## src/rtl/vprd_pkg.sv

```systemverilog
package vprd_pkg;
  localparam int RD_MODE_BIT = 3;
  typedef enum logic {
    RD_RAW = 1'b0,
    RD_CMP = 1'b1
  } rd_kind_e;
endpackage

```

## src/rtl/vprd_plane_pick.sv

```systemverilog
module vprd_plane_pick #(
  parameter int NPL  = 4,
  parameter int BW   = 8,
  localparam int SELW = $clog2(NPL)
) (
  input  logic [NPL*BW-1:0] planes,
  input  logic              chain4,
  input  logic [SELW-1:0]   map_sel,
  input  logic [SELW-1:0]   addr_lo,
  output logic [BW-1:0]     byte_out
);
  logic [SELW-1:0] sel;

  assign sel = chain4 ? addr_lo : map_sel;

  always_comb begin
    byte_out = '0;
    for (int p = 0; p < NPL; p++) begin
      if (SELW'(p) == sel) byte_out = planes[p*BW +: BW];
    end
  end
endmodule

```

## src/rtl/vprd_colour_match.sv

```systemverilog
module vprd_colour_match #(
  parameter int NPL = 4,
  parameter int BW  = 8
) (
  input  logic [NPL*BW-1:0] planes,
  input  logic [NPL-1:0]    colour,
  input  logic [NPL-1:0]    care,
  output logic [BW-1:0]     mask
);
  for (genvar i = 0; i < BW; i++) begin : g_bit
    logic [NPL-1:0] miss;
    for (genvar p = 0; p < NPL; p++) begin : g_pl
      assign miss[p] = care[p] & (planes[p*BW + i] ^ colour[p]);
    end
    assign mask[i] = ~|miss;
  end
endmodule

```

## src/rtl/vprd_latch_bank.sv

```systemverilog
module vprd_latch_bank #(
  parameter int NPL = 4,
  parameter int BW  = 8
) (
  input  logic              clk,
  input  logic              rst_n,
  input  logic              load,
  input  logic [NPL*BW-1:0] din,
  output logic [NPL*BW-1:0] q
);
  for (genvar p = 0; p < NPL; p++) begin : g_lat
    always_ff @(posedge clk or negedge rst_n) begin
      if (!rst_n)    q[p*BW +: BW] <= '0;
      else if (load) q[p*BW +: BW] <= din[p*BW +: BW];
    end
  end


  latch_load_chk: assert property (@(posedge clk) disable iff (!rst_n)
    load |=> q == $past(din));

  latch_hold_chk: assert property (@(posedge clk) disable iff (!rst_n)
    !load |=> $stable(q));
endmodule

```

## src/rtl/vplane_rd_path.sv

```systemverilog
module vplane_rd_path #(
  parameter int NPL   = 4,
  parameter int BW    = 8,
  parameter int MODEW = 8,
  localparam int SELW = $clog2(NPL)
) (
  input  logic              clk,
  input  logic              rst_n,
  input  logic              req_valid,
  output logic              req_ready,
  input  logic [SELW-1:0]   addr_lo,
  input  logic [NPL*BW-1:0] plane_data,
  input  logic [MODEW-1:0]  mode_reg,
  input  logic              chain4_en,
  input  logic [SELW-1:0]   map_sel,
  input  logic [NPL-1:0]    cmp_colour,
  input  logic [NPL-1:0]    cmp_care,
  output logic              rsp_valid,
  input  logic              rsp_ready,
  output logic [BW-1:0]     rsp_data,
  output logic [NPL*BW-1:0] latch_q
);
  import vprd_pkg::*;

  logic           accept;
  logic [BW-1:0]  raw_byte;
  logic [BW-1:0]  cmp_byte;
  logic [BW-1:0]  next_byte;
  rd_kind_e       kind;

  assign req_ready = !rsp_valid || rsp_ready;
  assign accept    = req_valid && req_ready;
  assign kind      = rd_kind_e'(mode_reg[RD_MODE_BIT]);

  vprd_plane_pick #(.NPL(NPL), .BW(BW)) u_pick (
    .planes(plane_data), .chain4(chain4_en), .map_sel(map_sel),
    .addr_lo(addr_lo), .byte_out(raw_byte)
  );

  vprd_colour_match #(.NPL(NPL), .BW(BW)) u_cmp (
    .planes(plane_data), .colour(cmp_colour), .care(cmp_care), .mask(cmp_byte)
  );

  vprd_latch_bank #(.NPL(NPL), .BW(BW)) u_lat (
    .clk(clk), .rst_n(rst_n), .load(accept), .din(plane_data), .q(latch_q)
  );

  assign next_byte = (kind == RD_CMP) ? cmp_byte : raw_byte;

  always_ff @(posedge clk or negedge rst_n) begin
    if (!rst_n) begin
      rsp_valid <= 1'b0;
      rsp_data  <= '0;
    end else if (accept) begin
      rsp_valid <= 1'b1;
      rsp_data  <= next_byte;
    end else if (rsp_ready) begin
      rsp_valid <= 1'b0;
    end
  end


  rsp_after_accept_chk: assert property (@(posedge clk) disable iff (!rst_n)
    (req_valid && req_ready) |=> rsp_valid);

  rsp_hold_chk: assert property (@(posedge clk) disable iff (!rst_n)
    (rsp_valid && !rsp_ready) |=> (rsp_valid && $stable(rsp_data)));

  empty_care_chk: assert property (@(posedge clk) disable iff (!rst_n)
    (req_valid && req_ready && mode_reg[RD_MODE_BIT] && cmp_care == '0)
      |=> rsp_data == '1);

  chain4_pick_chk: assert property (@(posedge clk) disable iff (!rst_n)
    (req_valid && req_ready && !mode_reg[RD_MODE_BIT] && chain4_en)
      |=> rsp_data == $past(plane_data[addr_lo*BW +: BW]));
endmodule

```

## config.mk

```make
export PLATFORM = sky130hd
export DESIGN_NAME = vplane_rd_path
export DESIGN_NICKNAME = d
export VERILOG_FILES = /design/src/rtl/vprd_pkg.sv /design/src/rtl/vprd_plane_pick.sv /design/src/rtl/vprd_colour_match.sv /design/src/rtl/vprd_latch_bank.sv /design/src/rtl/vplane_rd_path.sv
export SDC_FILE = /design/constraint.sdc
export NUM_CORES = 1
export LEC_CHECK = 0
export ABC_AREA = 1
export CORE_MARGIN = 2
export CORE_UTILIZATION = 55
export CTS_CLUSTER_SIZE = 20
export DETAILED_ROUTE_END_ITERATION = 16
export DONT_BUFFER_PORTS = 1
export PLACE_DENSITY = 0.7
export SYNTH_ARGS = -nofsm -noshare
export SYNTH_HDL_FRONTEND = slang
export SYNTH_SLANG_ARGS = --single-unit
```

## constraint.sdc

```tcl
create_clock -name clk -period 2.8 [get_ports clk]
set_clock_uncertainty 0.15 [all_clocks]
set_input_delay 0.56 -clock clk [delete_from_list [all_inputs] [get_ports clk]]
set_output_delay 0.56 -clock clk [all_outputs]
set_load 0.05 [all_outputs]
```

==> results_dict.tcl <==
set metrics [dict create \
    status "complete, no violations" \
    n_antenna_cell 0 \
    synth_top_family_by_area "simple AND/OR/NAND/NOR gates" \
    cp.depth 6 \
    crit_path_max_incr_delay_ns 0.36 \
    postRouteAntennaNets 0 \
    drt_first_pass_iters 5 \
    synthXorXnorAreaFrac_pct 0 \
    rsz0062_at_grt "no" \
    drc 0 \
    final_common_cell "nand2_1" \
    antenna_found_initial 0 \
    fin_crit_sh_pct 65.76 \
    vias_per_cell 5.481 \
    cts-root-buf "clkbuf_8" \
    layout_common_cells "nand2_1 (140), nand3_1 (69), inv_1 (51), dfrtp_1 (41), o21ai_0 (34)" \
    cp.buffers_inverters 3 \
    crit_chain "buf_4, nand2_1, buf_4, nand2_2, buf_4, o21ai_0" \
    hold_class "input port to flop" \
    initialDrtViolationCount 191 \
    synth-seq-area-share_pct 39.42 \
    h-tree-depth 2 \
    cts_tree "yes" \
    path_delay_family "buffers and inverters" \
    hold_violations 0 \
    startpoint_type "flop" \
    drive_above_1_share_pct 6.616 \
    worst-r2r-cell-count 6 \
    maxCapViolCount 0 \
    synth_area_per_cell_um2 6.506 \
    p_per_area_nw_per_um2 672.4 \
    synthMuxAreaShare_pct 0 \
    clk_latency_ns 0.29 \
    peakVddDrop_uv 358.9 \
    synthCells 400 \
    grt_pass1_vias 2264 \
    cts_max_path_buffers 2 \
    synth_fa_ha_area_share_pct 0 \
    initial_core_util_pct 56.22 \
    wire_per_inst_um 15.49 \
    holdPathStages 2 \
    tightest_slew_ns 0.5389 \
    ys_types 17 \
    setup_tns_ns 0 \
    rrSetupSlack_ns 0.96 \
    grt_remaining_overflow 0 \
    grt_pass1_wl_um 10990 \
    fp.dieW_um 72.79 \
    worst_ep_required_time_ns 2.81 \
    yosysWarnings 0 \
    dieArea_um2 5298 \
    track_usage_pct 26.74 \
    cts.sinks 41 \
    routed_wirelength_um 6922 \
    setup_viol 0 \
    syn_area_um2 2602 \
    power_leakage_nw 1.475 \
    post_cts_buffers 0 \
    synthSimpleGateAreaFrac_pct 39.33 \
    fin_crit_ns 1.841 \
    p_total_mw 1.839 \
    worstSetupPathType "flop to flop" \
    area_growth_pct 5.096 \
    core-area_um2 4629 \
    dieHeight_um 72.79 \
    fin_nets 449 \
    port_buffers 0 \
    finalMaxSlewViolations 0 \
    critPathArrivalTime_ns 1.85 \
    syn_nets 457 \
    place.gp.congestion 0.8741 \
    clkTransAtPathRegs_ns 0.08 \
    numCtsBuffers 5 \
    place_hpwl_um 5147 \
    grt_max_degree 42 \
    synth_compound_area_share_pct 9.375 \
    rows 25 \
    worstSetupEndpointType "flop" \
    path_common_cell "buf_4" \
    critPathSlowestCell "buf_4" \
    vias 2450 \
    fmax_mhz 543.1 \
    crit_fanout 37 \
    ioPinCount 99 \
    synth_seq_cells 41 \
    slew_headroom_pct 64.07 \
]
==> stage by stage <==
stage / setup slack (ns) / instance area (µm²) / util [%] / hold WS (ns) / cells
final: 0.9586 / 2735 / 59.08 / 0.2881 / 447
after global routing: 0.7815 / 2735 / 59.08 / 0.2945 / 447
after CTS: 0.9411 / 2735 / 59.08 / 0.2852 / 447
after global placement: 0.9500 / 2589 / 55.92 / 0.1155 / 437
after detailed placement: 0.9052 / 2589 / 55.92 / 0.1155 / 437
after floorplan: 0.7670 / 2603 / - / 0.1144 / 400
==> flip-flops by register name, summed over array words and instances, names as in the netlist <==
signal     cells
u_lat.q       32
rsp_data       8
rsp_valid      1
==> layer usage <==
metal	part of all wire, %	vias up	global-route usage [%]
met1	40	1083	34.59
met5	0	-	0
met2	47	130	43.23
met4	0.77	0	5.350
li1	-	1231	-
met3	12	6	9.807
==> what timing repair did <==
action                                  4_1_cts  5_1_grt
endpoints found under the setup margin        0        0
resized for setup                             0        0
hold buffers                                  2        0
endpoints found under the hold margin        41        0
==> worst paths after layout <==
kind | to | from
max | u_lat.q[11]$_DFFE_PN0P_ | rsp_valid$_DFFE_PN0P_
min | u_lat.q[4]$_DFFE_PN0P_ | plane_data[4]
max reg2reg | u_lat.q[11]$_DFFE_PN0P_ | rsp_valid$_DFFE_PN0P_
min reg2reg | u_lat.q[1]$_DFFE_PN0P_ | u_lat.q[1]$_DFFE_PN0P_
max in group asynchronous | rsp_data[1]$_DFFE_PN0P_ | rst_n
min in group asynchronous | u_lat.q[4]$_DFFE_PN0P_ | rst_n
==> kinds of logic after synthesis <==
family          count (synthesis)
flops                          41
compound gates                 45
buf+inv                        73
simple gates                  241
==> power breakdown <==
group	leakage, nW	switching (mW)	internal, mW	total, mW
Sequential	0.496	0.372	0.672	1.04
Clock	0.0585	0.211	0.291	0.502
Combinational	0.921	0.189	0.103	0.293
==> final cells by class <==
type / count / area (µm²)
clock buffer: 7 / 86.33
clock inverter: 1 / 30.03
fill: 480 / 1894
inverter: 52 / 195.2
multi-input combinational: 286 / 1270
sequential: 41 / 1026
tap: 54 / 67.56
timing repair buffer: 6 / 60.06
==> cells in the mapped netlist (all sizes together) <==
cell type  instances  area, µm²
a21oi              8      58.80
nand3             69      345.3
buf               16      95.09
clkbuf             5      18.77
nor2              25      101.4
nand2            147      576.8
o21ai             37      185.2
dfrtp             41       1026
inv               52      195.2
Note: power is estimated with default switching activity, not from simulation.
